### config.mk
export PLATFORM = sky130hd
export DESIGN_NAME = flag_alu24
export DESIGN_NICKNAME = d
export VERILOG_FILES = /design/src/rtl/flag_alu24.sv
export SDC_FILE = /design/constraint.sdc
export NUM_CORES = 1
export LEC_CHECK = 0
export BUFFER_PORTS_ARGS = -buffer_cell sky130_fd_sc_hd__buf_4
export CORE_AREA = 5 5 228 230
export DETAILED_ROUTE_END_ITERATION = 8
export DIE_AREA = 0 0 233 235
export GPL_TIMING_DRIVEN = 0
export MAX_ROUTING_LAYER = met4
export PLACE_DENSITY_LB_ADDON = 0.1
export SETUP_SLACK_MARGIN = 0.4
export SYNTH_ARGS = -nofsm -noshare
export SYNTH_HDL_FRONTEND = slang
export SYNTH_SLANG_ARGS = --single-unit
### constraint.sdc
create_clock -name clk -period 0.8 [get_ports clk]
set_input_delay 0.16 -clock clk [delete_from_list [all_inputs] [get_ports clk]]
set_output_delay 0.16 -clock clk [all_outputs]
set_load 0.05 [all_outputs]
### src/rtl/flag_alu24.sv
module flag_alu24 (
  input  logic        clk,
  input  logic        rst_n,
  input  logic        in_valid,
  input  logic [7:0]  opcode,
  input  logic [23:0] acc_in,
  input  logic [23:0] reg_in,
  input  logic [7:0]  imm_in,
  output logic        out_valid,
  output logic [23:0] acc_out,
  output logic        flag_n,
  output logic        flag_z,
  output logic        flag_t,
  output logic        flag_v
);

  logic [4:0]  grp;
  logic [23:0] src, opb, shamt, rotk, res, fres;
  logic [24:0] sum, a_m_b, b_m_a;
  logic        upd_nz, upd_tv, t_nx, v_nx;

  assign grp   = opcode[7:3];
  assign src   = opcode[2] ? {16'd0, imm_in} : reg_in;
  assign shamt = opcode[2] ? {19'd0, imm_in[4:0]} : reg_in;
  assign rotk  = shamt % 24'd24;

  always_comb begin
    case (opcode[1:0])
      2'd0:    opb = src;
      2'd1:    opb = {src[22:0], 1'b0};
      2'd2:    opb = {src[15:0], 8'd0};
      default: opb = {src[7:0], 16'd0};
    endcase
  end

  assign sum   = {1'b0, acc_in} + {1'b0, opb};
  assign a_m_b = {1'b0, acc_in} - {1'b0, opb};
  assign b_m_a = {1'b0, opb} - {1'b0, acc_in};

  always_comb begin
    res    = acc_in;
    fres   = acc_in;
    upd_nz = 1'b0;
    upd_tv = 1'b0;
    t_nx   = flag_t;
    v_nx   = flag_v;
    case (grp)
      5'b10000: begin
        res = sum[23:0]; fres = res; upd_nz = 1'b1; upd_tv = 1'b1;
        t_nx = sum[24];
        v_nx = (acc_in[23] == opb[23]) && (sum[23] != acc_in[23]);
      end
      5'b10010, 5'b01010: begin
        res  = (grp == 5'b10010) ? a_m_b[23:0] : acc_in;
        fres = a_m_b[23:0]; upd_nz = 1'b1; upd_tv = 1'b1;
        t_nx = ~a_m_b[24];
        v_nx = (acc_in[23] != opb[23]) && (a_m_b[23] != acc_in[23]);
      end
      5'b10001, 5'b01001: begin
        res  = (grp == 5'b10001) ? b_m_a[23:0] : acc_in;
        fres = b_m_a[23:0]; upd_nz = 1'b1; upd_tv = 1'b1;
        t_nx = ~b_m_a[24];
        v_nx = (opb[23] != acc_in[23]) && (b_m_a[23] != opb[23]);
      end
      5'b01011: begin
        if (opcode[2:0] == 3'd1) begin
          res = {{16{acc_in[7]}}, acc_in[7:0]}; fres = res; upd_nz = 1'b1;
        end else if (opcode[2:0] == 3'd2) begin
          res = {{8{acc_in[15]}}, acc_in[15:0]}; fres = res; upd_nz = 1'b1;
        end
      end
      5'b10100: begin res = acc_in ^ ~opb; fres = res; upd_nz = 1'b1; end
      5'b10101: begin res = acc_in ^ opb;  fres = res; upd_nz = 1'b1; end
      5'b10110: begin res = acc_in & opb;  fres = res; upd_nz = 1'b1; end
      5'b10111: begin res = acc_in | opb;  fres = res; upd_nz = 1'b1; end
      5'b11000: begin res = acc_in >> shamt; fres = res; upd_nz = 1'b1; end
      5'b11001: begin res = $signed(acc_in) >>> shamt; fres = res; upd_nz = 1'b1; end
      5'b11010: begin
        res = (acc_in >> rotk) | (acc_in << (24'd24 - rotk)); fres = res; upd_nz = 1'b1;
      end
      5'b11011: begin res = acc_in << shamt; fres = res; upd_nz = 1'b1; end
      default: ;
    endcase
  end

  always_ff @(posedge clk or negedge rst_n) begin
    if (!rst_n) begin
      out_valid <= 1'b0;
      acc_out   <= '0;
      flag_n    <= 1'b0;
      flag_z    <= 1'b0;
      flag_t    <= 1'b0;
      flag_v    <= 1'b0;
    end else begin
      out_valid <= in_valid;
      if (in_valid) begin
        acc_out <= res;
        if (upd_nz) begin
          flag_n <= fres[23];
          flag_z <= (fres == 24'd0);
        end
        if (upd_tv) begin
          flag_t <= t_nx;
          flag_v <= v_nx;
        end
      end
    end
  end


  valid_follow_chk: assert property (@(posedge clk) disable iff (!rst_n)
    in_valid |=> out_valid);


  idle_hold_chk: assert property (@(posedge clk) disable iff (!rst_n)
    !in_valid |=> $stable({acc_out, flag_n, flag_z, flag_t, flag_v}));


  cmp_keeps_acc_chk: assert property (@(posedge clk) disable iff (!rst_n)
    in_valid && (opcode[7:3] == 5'b01010 || opcode[7:3] == 5'b01001)
    |=> acc_out == $past(acc_in));


  logic_keeps_tv_chk: assert property (@(posedge clk) disable iff (!rst_n)
    in_valid && (opcode[7:5] == 3'b101) |=> $stable({flag_t, flag_v}));


  shift_keeps_tv_chk: assert property (@(posedge clk) disable iff (!rst_n)
    in_valid && (opcode[7:5] == 3'b110) |=> $stable({flag_t, flag_v}));


  ext8_form_chk: assert property (@(posedge clk) disable iff (!rst_n)
    in_valid && (opcode == 8'h59)
    |=> (acc_out[23:7] == 17'd0) || (&acc_out[23:7]));

endmodule

==> run_results.csv, run 1 <==
group,metric,value,unit
worst_setup_path,worstPathArrival,6800,ps
synthesis,synth-async-reset-ratio,1.00,
timing,worst_pin_slew,1510,ps
synthesis,synth_edf_count,0,
synthesis,ys_seq_elements,29,
synthesis,syn_avg_cell_area,6.45,um^2
floorplanning,die-area,54800,um^2
route,dr.pass1.iters,6,
timing,grt_setup_unrepaired,"true",
timing,max_freq,152,MHz
clock_network,clock_sinks,29,
worst_setup_path,max_stage_delay,520,ps
synthesis,syn_inst,2125,
worst_setup_path,cp.required,1020,ps
worst_setup_path,path_class,"in2reg",
placed_design,post-place-ws,-8100,ps
clock_network,cts-root-buf,"clkbuf_16",
clock_network,cts.htree.levels,2,
min_path,hold_class,"in2async",
placed_design,hpwlAfterDp,74100,um
floorplanning,io_pins,96,
worst_setup_path,crit_path_end_kind,"flip-flop",
timing,drv_slew,2,
route,drt_wl_total,92300,um
grt,antenna_found_initial,1,
synthesis,ys.flop_type,"dfrtp_1",
route,num_vias,18900,
clock_network,clk_pin_slew_worst_paths,50,ps
run_status,status,"complete, but fails checks",
floorplanning,start_util,0.276,
timing,setup_ws,-5790,ps
timing,final.period_utilization,8.23,
cells_and_area,final_cell_mix,"nor2_1 (266), a21oi_1 (244), nand2_1 (183)",
cells_and_area,final_nets,2539,
route,wl_per_cell,30.4,um
synthesis,yosysWarnings,0,
clock_network,cts_buffer_depth,2,
grt,track_usage,0.330,
timing,hold_violations,30,
synthesis,yosysTopAreaCell,"a21oi_1",
pwr,powerDensity,1360,nW/um^2
grt,overflow,0,
route,first_iter_violations,2410,
flow_run,drv_cap,1,
clock_network,clk_latency,280,ps
cells_and_area,drive_gt1_frac,0.238,
floorplanning,die_y,235,um
cells_and_area,final_common_cell,"nor2_1",
pwr,irDropWorstVdd,0.000804,V
synthesis,synth_top_area_share,0.102,
timing,slew-limit-headroom,-0.0174,
placed_design,port_buffers,89,
worst_setup_path,worst-path-buf-inv,5,
cells_and_area,utilization,0.374,
synthesis,yosysSeqAreaShare,0.0530,
worst_setup_path,crit_top_cell,"buf_6",
route,viasPerCell,6.24,
pwr,leakagePower,7.51,nW
worst_setup_path,r2r-start,"acc_out[22]",
grt,grt_max_degree,30,
synthesis,synth.net_count,2303,
worst_setup_path,crit_fanout,8,
clock_network,cts_tree,"yes",
timing,setup_violations,57,
synthesis,yosys-top-cells-area,"a21oi_1 (10%), ha_1 (9.9%), nor2_1 (7.5%), mux2i_1 (5.8%), nand2_1 (5.3%)",
floorplanning,row_count,82,
timing,hold_ws,-198,ps
grt,grt_pass1_vias,17900,
grt,grt_first_pass_wirelength,131000,um
cells_and_area,area_growth,35.6,%
worst_setup_path,cpLargestDelayFamily,"compound AO/OA/AOI/OAI gates",
clock_network,cts_buffers,5,
route,antenna_left,0,
worst_setup_path,crit_start,"reg_in[23]",
worst_setup_path,start_kind,"input port",
worst_setup_path,critical-path-slowest-cell,"or4b_4",
route,drc_errors,0,
placed_design,gp_congestion,1.05,
run_status,violations,"hold timing, capacitance limit, slew limit, setup timing",
synthesis,syn-cell-area,13700,um^2
synthesis,synth_cell_type_count,101,
floorplanning,core,49700,um^2
timing,clock_skew,0,ps
floorplanning,chipWidth,233,um
timing,final.min_clock_period,6590,ps
worst register-to-register path: cells and delay by family, from the launching register on:
family	cells	cell delay, ps
flip-flops	1	420
buffers and inverters	1	140
AO/OA/AOI/OAI	1	170
cell usage after synthesis (30+ instances only):
library cell	number
a21oi_1	280
a221oi_1	30
clkbuf_1	122
ha_1	108
inv_1	104
mux2i_1	80
nand2_1	194
nand3_1	39
nor2_1	272
nor3_1	46
o21ai_0	139
o221ai_1	30
xnor2_1	75
layer usage:
metal  up-vias  global-route usage  wire [um]
met5         -                   -          0
met4         0               0.159       6180
met3       233              0.0384       8050
met2      1171               0.492      39600
met1      9248               0.443      38400
li1       8287                   -          -
registers in the layout (all words and copies together), names as in the netlist:
register	cells
flag_z	1
out_valid	1
acc_out	24
flag_n	1
flag_v	1
flag_t	1
cells by family after synthesis:
kind of cell	synth area share
and+or+nand+nor	0.239
muxes	0.0834
adders and majority gates	0.103
buffers and inverters	0.0796
AOI/OAI and AO/OA	0.386
xor gates and xnor gates	0.0563
DFF	0.0530
power breakdown:
group | internal [W] | total [W] | switching [W]
clock | 0.00155 | 0.00221 | 0.000658
sequential | 0.00176 | 0.00195 | 0.000193
combinational | 0.00769 | 0.0211 | 0.0134
final timing paths:
path	endpoint	slack, ps	cells after the start
setup / recovery	flag_z	-5790	27
hold / removal	acc_out[9]	-200	1
setup reg to reg	acc_out[22]	-40	2
hold reg to reg	flag_t	500	1
max in group asynchronous	acc_out[1]	690	1
min in group clk	out_valid	0	1
what timing repair did:
| item | 4_1_cts | 5_1_grt |
|---|---|---|
| resized for setup | 264 | 87 |
| hold endpoints to repair | 30 | 30 |
| setup buffers | 98 | 38 |
| gates cloned | 2 | 0 |
| endpoints found under the setup margin | 57 | 57 |
| pin swaps | 101 | 90 |
area by class of cell:
cell class	count	area (um^2)
antenna	1	2.50
sequential	29	761
buffer	165	1240
timing repair buffer	229	1960
fill	5451	31100
multi-input combinational	1820	13200
clock inverter	1	30.0
tap	672	841
clock buffer	7	143
inverter	111	425
stage by stage:
| step | setup TNS (ps) | area [um^2] | power (W) | std cells |
|---|---|---|---|---|
| floorplan | -129160 | 14200 | 0.0128 | 2125 |
| global placement | -165930 | 15700 | 0.0189 | 2886 |
| detailed placement | -166700 | 15700 | 0.0189 | 2887 |
| CTS | -148270 | 17900 | 0.0238 | 2995 |
| global route | -155700 | 18600 | 0.0263 | 3034 |
| finish | -150940 | 18600 | 0.0253 | 3035 |
Note: power is estimated with default switching activity, not from simulation.
==> run 2: changes to the inputs <==
clock period = 5.65 ns   (was 0.8 ns; I/O delays follow)
==> run_results.csv, run 2 (synthesis results as in run 1) <==
group,metric,value,unit
worst_setup_path,r2r-end,"acc_out[12]",
flow_run,drv_cap,1,
clock_network,clk_latency,270,ps
route,wl_per_cell,31.7,um
pwr,leakagePower,7.63,nW
floorplanning,row_count,82,
route,viasPerCell,6.15,
worst_setup_path,path_class,"in2reg",
timing,hold_ws,480,ps
pwr,p_int,0.00153,W
timing,setup_violations,28,
min_path,hold_class,"reg2reg",
placed_design,port_buffers,89,
route,drc_errors,0,
floorplanning,start_util,0.276,
clock_network,cts-root-buf,"clkbuf_16",
worst_setup_path,cp.required,5860,ps
cells_and_area,regArea,726,um^2
min_path,hold_depth,1,
clock_network,clock_sinks,29,
cells_and_area,top_register,"acc_out",
worst_setup_path,crit_fanout,7,
run_status,status,"complete, but fails checks",
timing,slew-limit-headroom,-0.0908,
route,first_iter_violations,2195,
placed_design,hpwlAfterDp,78500,um
cells_and_area,multi_input_area,13300,um^2
cells_and_area,largest_reg_flops,24,
timing,final.min_clock_period,7470,ps
grt,grt_pass1_vias,18100,
pwr,switching_power,0.00206,W
clock_network,cts_tree,"yes",
floorplanning,core,49700,um^2
placed_design,gp_congestion,0.994,
cells_and_area,final_common_cell,"nor2_1",
timing,clock_skew,0,ps
run_status,violations,"capacitance limit, slew limit, setup timing",
floorplanning,chipWidth,233,um
timing,drv_slew,2,
grt,overflow,0,
route,num_vias,18800,
clock_network,clk_pin_slew_worst_paths,50,ps
grt,antenna_found_initial,1,
route,drt_wl_total,96900,um
route,dr.pass1.iters,6,
worst_setup_path,rrSetupSlack,4940,ps
clock_network,cts_buffers,5,
pwr,clkPwrFrac,0.071,
pwr,powerDensity,192,nW/um^2
min_path,hold_start,"flag_t",
cells_and_area,fillers,5465,
placed_design,post-place-ws,-4160,ps
worst_setup_path,critical-path-slowest-cell,"or4b_4",
pwr,irDropWorstVdd,0.000105,V
cells_and_area,area_growth,36.8,%
cells_and_area,final_cell_mix,"nor2_1 (266), a21oi_1 (240), buf_4 (218)",
grt,grt_max_degree,30,
clock_network,cts_buffer_depth,2,
route,antenna_left,0,
cells_and_area,final_nets,2556,
min_path,hold-path-endpoint,"flag_t",
worst_setup_path,max_stage_delay,550,ps
worst_setup_path,r2r_cells,1,
floorplanning,io_pins,96,
timing,worst_pin_slew,1590,ps
worst_setup_path,worstPathArrival,7680,ps
timing,final.period_utilization,1.32,
cells_and_area,drive_gt1_frac,0.240,
worst_setup_path,worstSetupPathDepth,29,
pwr,p_comb_frac,0.856,
grt,grt_first_pass_wirelength,136000,um
timing,setup_ws,-1820,ps
floorplanning,die-area,54800,um^2
clock_network,cts.hold.buffers_added,0,
worst_setup_path,start_kind,"input port",
worst_setup_path,crit_path_end_kind,"flip-flop",
floorplanning,die_y,235,um
pwr,pwr-share-seq,0.073,
cells_and_area,utilization,0.377,
timing,setup_tns,-34960,ps
worst_setup_path,cpLargestDelayFamily,"compound AO/OA/AOI/OAI gates",
worst_setup_path,crit_top_cell,"buf_6",
grt,track_usage,0.345,
timing,hold_violations,0,
timing,grt_setup_unrepaired,"true",
clock_network,cts.htree.levels,2,
pwr,p_sw_frac,0.574,
worst_setup_path,worst-path-buf-inv,7,
timing,max_freq,134,MHz
worst_setup_path,r2r-start,"acc_out[12]",
## run 2: power groups by stage
stage / logic [W] / clock network (W) / registers (W)
2_1_floorplan: 0.00142 / 0 / 0.000384
3_3_place_gp: 0.00247 / 0 / 0.000266
3_5_place_dp: 0.00245 / 0 / 0.000266
4_1_cts: 0.00289 / 0.000262 / 0.000263
5_1_grt: 0.00320 / 0.000270 / 0.000267
6_report: 0.00307 / 0.000256 / 0.000263
## run 2: worst max path at each step
stage / slack (ps) / startpoint / to
2_1_floorplan: -1500 / reg_in[23] / flag_z
3_3_place_gp: -4200 / opcode[2] / flag_z
3_5_place_dp: -4160 / opcode[2] / flag_z
4_1_cts: -1900 / reg_in[23] / flag_z
5_1_grt: -2000 / reg_in[20] / flag_z
6_report: -1820 / reg_in[23] / flag_z
## run 2: cell type report
cell class	instances	share of cell area
diodes	1	0.000134
plain buffers	165	0.0695
clock buffers	7	0.00761
inverters	111	0.0227
multi-input cells	1820	0.710
flip-flops and latches	29	0.0387
well taps	672	0.0449
repair buffers	246	0.106
## run 2: per-stage QoR
step | total power (W) | std cells | area [um^2]
after floorplan | 0.00180 | 2125 | 14200
after global placement | 0.00274 | 2886 | 15700
after detailed placement | 0.00272 | 2887 | 15700
after CTS | 0.00341 | 3026 | 18300
after global routing | 0.00374 | 3051 | 18700
final | 0.00359 | 3051 | 18700
## run 2: timing repair
| item | 4_1_cts | 5_1_grt |
|---|---|---|
| pin swaps | 116 | 56 |
| resized for setup | 293 | 78 |
| setup endpoints to repair | 28 | 28 |
| setup buffers | 132 | 24 |
| cloned | 0 | 0 |
## run 2: per-layer routing
metal | vias up | part of all wire | track usage | wire (um)
met3 | 181 | 0.080 | 0.0431 | 7760
met2 | 1041 | 0.44 | 0.527 | 42500
met5 | - | 0 | - | 0
li1 | 8326 | - | - | -
met1 | 9222 | 0.42 | 0.462 | 41100
met4 | 0 | 0.056 | 0.141 | 5430
==> run 3: changes to the inputs <==
CORE_AREA = 5 5 204 206   (was 5 5 228 230)
DIE_AREA = 0 0 209 211   (was 0 0 233 235)
SETUP_SLACK_MARGIN = unset   (was 0.4)
clock period = 8.35 ns   (was 5.65 ns; I/O delays follow)
==> run_results.csv, run 3 (synthesis results as in run 1) <==
group,metric,value,unit
run_status,status,"complete, but fails checks",
run_status,violations,"capacitance limit, slew limit",
cells_and_area,drive_gt1_frac,0.165,
min_path,hold-path-endpoint,"flag_t",
route,viasPerCell,6.65,
clock_network,clock_sinks,29,
timing,drv_slew,5,
clock_network,clk_latency,280,ps
worst_setup_path,crit_top_cell,"buf_4",
min_path,hold_start,"flag_t",
floorplanning,die-area,44100,um^2
route,drc_errors,0,
route,wl_met1,37000,um
min_path,hold_class,"reg2reg",
route,wl_met2,35800,um
floorplanning,chipWidth,209,um
route,first_iter_violations,2359,
placed_design,port_buffers,89,
placed_design,gp_congestion,1.12,
clock_network,clk_pin_slew_worst_paths,60,ps
worst_setup_path,cpLargestDelayFamily,"compound AO/OA/AOI/OAI gates",
worst_setup_path,cp.required,8580,ps
clock_network,cts-root-buf,"clkbuf_16",
worst_setup_path,start_kind,"input port",
timing,hold_violations,0,
cells_and_area,area_growth,21.9,%
timing,clock_skew,0,ps
placed_design,hpwlAfterDp,72000,um
timing,max_freq,121,MHz
worst_setup_path,path_class,"in2reg",
cells_and_area,largest_reg_flops,24,
min_path,hold_depth,1,
route,dr.max_layer_used,"met4",
clock_network,cts.hold.buffers_added,0,
cells_and_area,fillers,4299,
timing,slew-limit-headroom,-0.0898,
route,met3_length,8770,um
timing,setup_violations,0,
timing,worst_pin_slew,1610,ps
floorplanning,io_pins,96,
flow_run,drv_cap,3,
grt,overflow,0,
timing,final.period_utilization,0.990,
route,wl_per_cell,31.5,um
cells_and_area,final_nets,2441,
grt,grt_first_pass_wirelength,123000,um
floorplanning,start_util,0.347,
worst_setup_path,r2r-end,"acc_out[8]",
pwr,leakagePower,6.75,nW
grt,grt_pass1_vias,16700,
route,antenna_left,0,
pwr,powerDensity,130,nW/um^2
clock_network,cts_buffers,5,
grt,antenna_found_initial,1,
floorplanning,die_y,211,um
worst_setup_path,crit_fanout,10,
timing,hold_ws,493,ps
pwr,irDropWorstVdd,0.0000680,V
clock_network,cts.htree.levels,2,
grt,grt_max_degree,30,
worst_setup_path,critical-path-slowest-cell,"or4_4",
worst_setup_path,r2r-start,"acc_out[8]",
route,num_vias,18500,
clock_network,cts_buffer_depth,2,
floorplanning,row_count,73,
worst_setup_path,worstPathArrival,8490,ps
cells_and_area,top_register,"acc_out",
route,dr.pass1.iters,7,
worst_setup_path,crit_path_end_kind,"flip-flop",
clock_network,cts_tree,"yes",
worst_setup_path,r2r_cells,2,
timing,grt_setup_unrepaired,"true",
grt,track_usage,0.386,
timing,final.min_clock_period,8260,ps
worst_setup_path,rrSetupSlack,7610,ps
cells_and_area,final_common_cell,"nor2_1",
cells_and_area,utilization,0.423,
worst_setup_path,worst-path-buf-inv,9,
floorplanning,core,39500,um^2
worst_setup_path,max_stage_delay,580,ps
cells_and_area,final_cell_mix,"nor2_1 (272), a21oi_1 (258), nand2_1 (190)",
route,drt_wl_total,88000,um
[run 3: changes by cell type in the layout (fill, tap and decap cells not counted), sizes merged]
cell / change
clkinv: +2
clkbuf: -9
buf: -108
clkinvlp: +1
[run 3: per-stage QoR]
stage | TNS [ps] | area [um^2] | std cells | worst slack, ps | total power [W]
floorplan | 0 | 13700 | 2125 | 11.6 | 0.00117
global placement | -36270 | 15000 | 2739 | -3290 | 0.00174
detailed placement | -35270 | 15100 | 2740 | -3330 | 0.00174
CTS | 0 | 16000 | 2767 | 15.0 | 0.00203
global route | -49.0 | 16700 | 2790 | -49.0 | 0.00224
finish | 0 | 16700 | 2790 | 85.1 | 0.00217
[run 3: area by class of cell]
class / instances / area [um^2] / area share
inverter: 111 / 423 / 0.0253
multi-input combinational: 1820 / 12700 / 0.760
clock buffer: 5 / 125 / 0.00749
timing repair buffer: 147 / 1170 / 0.0703
antenna: 1 / 2.50 / 0.000150
buffer: 149 / 890 / 0.0533
tap: 525 / 657 / 0.0393
clock inverter: 3 / 17.5 / 0.00105
sequential: 29 / 726 / 0.0435
[run 3: timing repair]
item	CTS	global route
setup buffers	27	27
gates cloned	0	2
endpoints found under the hold margin	0	0
endpoints found under the setup margin	22	5
pin swaps	24	52
gates resized for setup	153	122
[run 3: per-layer routing]
layer,vias to the layer above,track usage
li1,8092,-
met1,8948,0.524
met2,1254,0.556
met3,248,0.0609
met4,0,0.192
met5,-,-
[run 3: worst register-to-register path, delay by kind of cell, from the launching register on]
kind,cells,cell delay (ps)
simple gates,1,130
flops,1,400
compound gates,1,60
[run 3: power breakdown]
| part | total, W | internal (W) | switching, W | leakage [nW] |
|---|---|---|---|---|
| clock | 0.000179 | 0.000109 | 0.0000703 | 0.0696 |
| combinational | 0.00181 | 0.000606 | 0.00120 | 6.34 |
| sequential | 0.000177 | 0.000164 | 0.0000134 | 0.334 |
| total | 0.00217 | 0.000878 | 0.00129 | 6.75 |
[run 3: worst max path at each step]
stage,start,end,slack (ps),cells past startpoint
2_1_floorplan,opcode[2],flag_z,10,33
3_3_place_gp,opcode[2],flag_z,-3290,30
3_5_place_dp,opcode[2],flag_z,-3330,30
4_1_cts,reg_in[20],flag_z,10,29
5_1_grt,reg_in[20],flag_z,-50,27
6_report,reg_in[20],flag_z,90,28
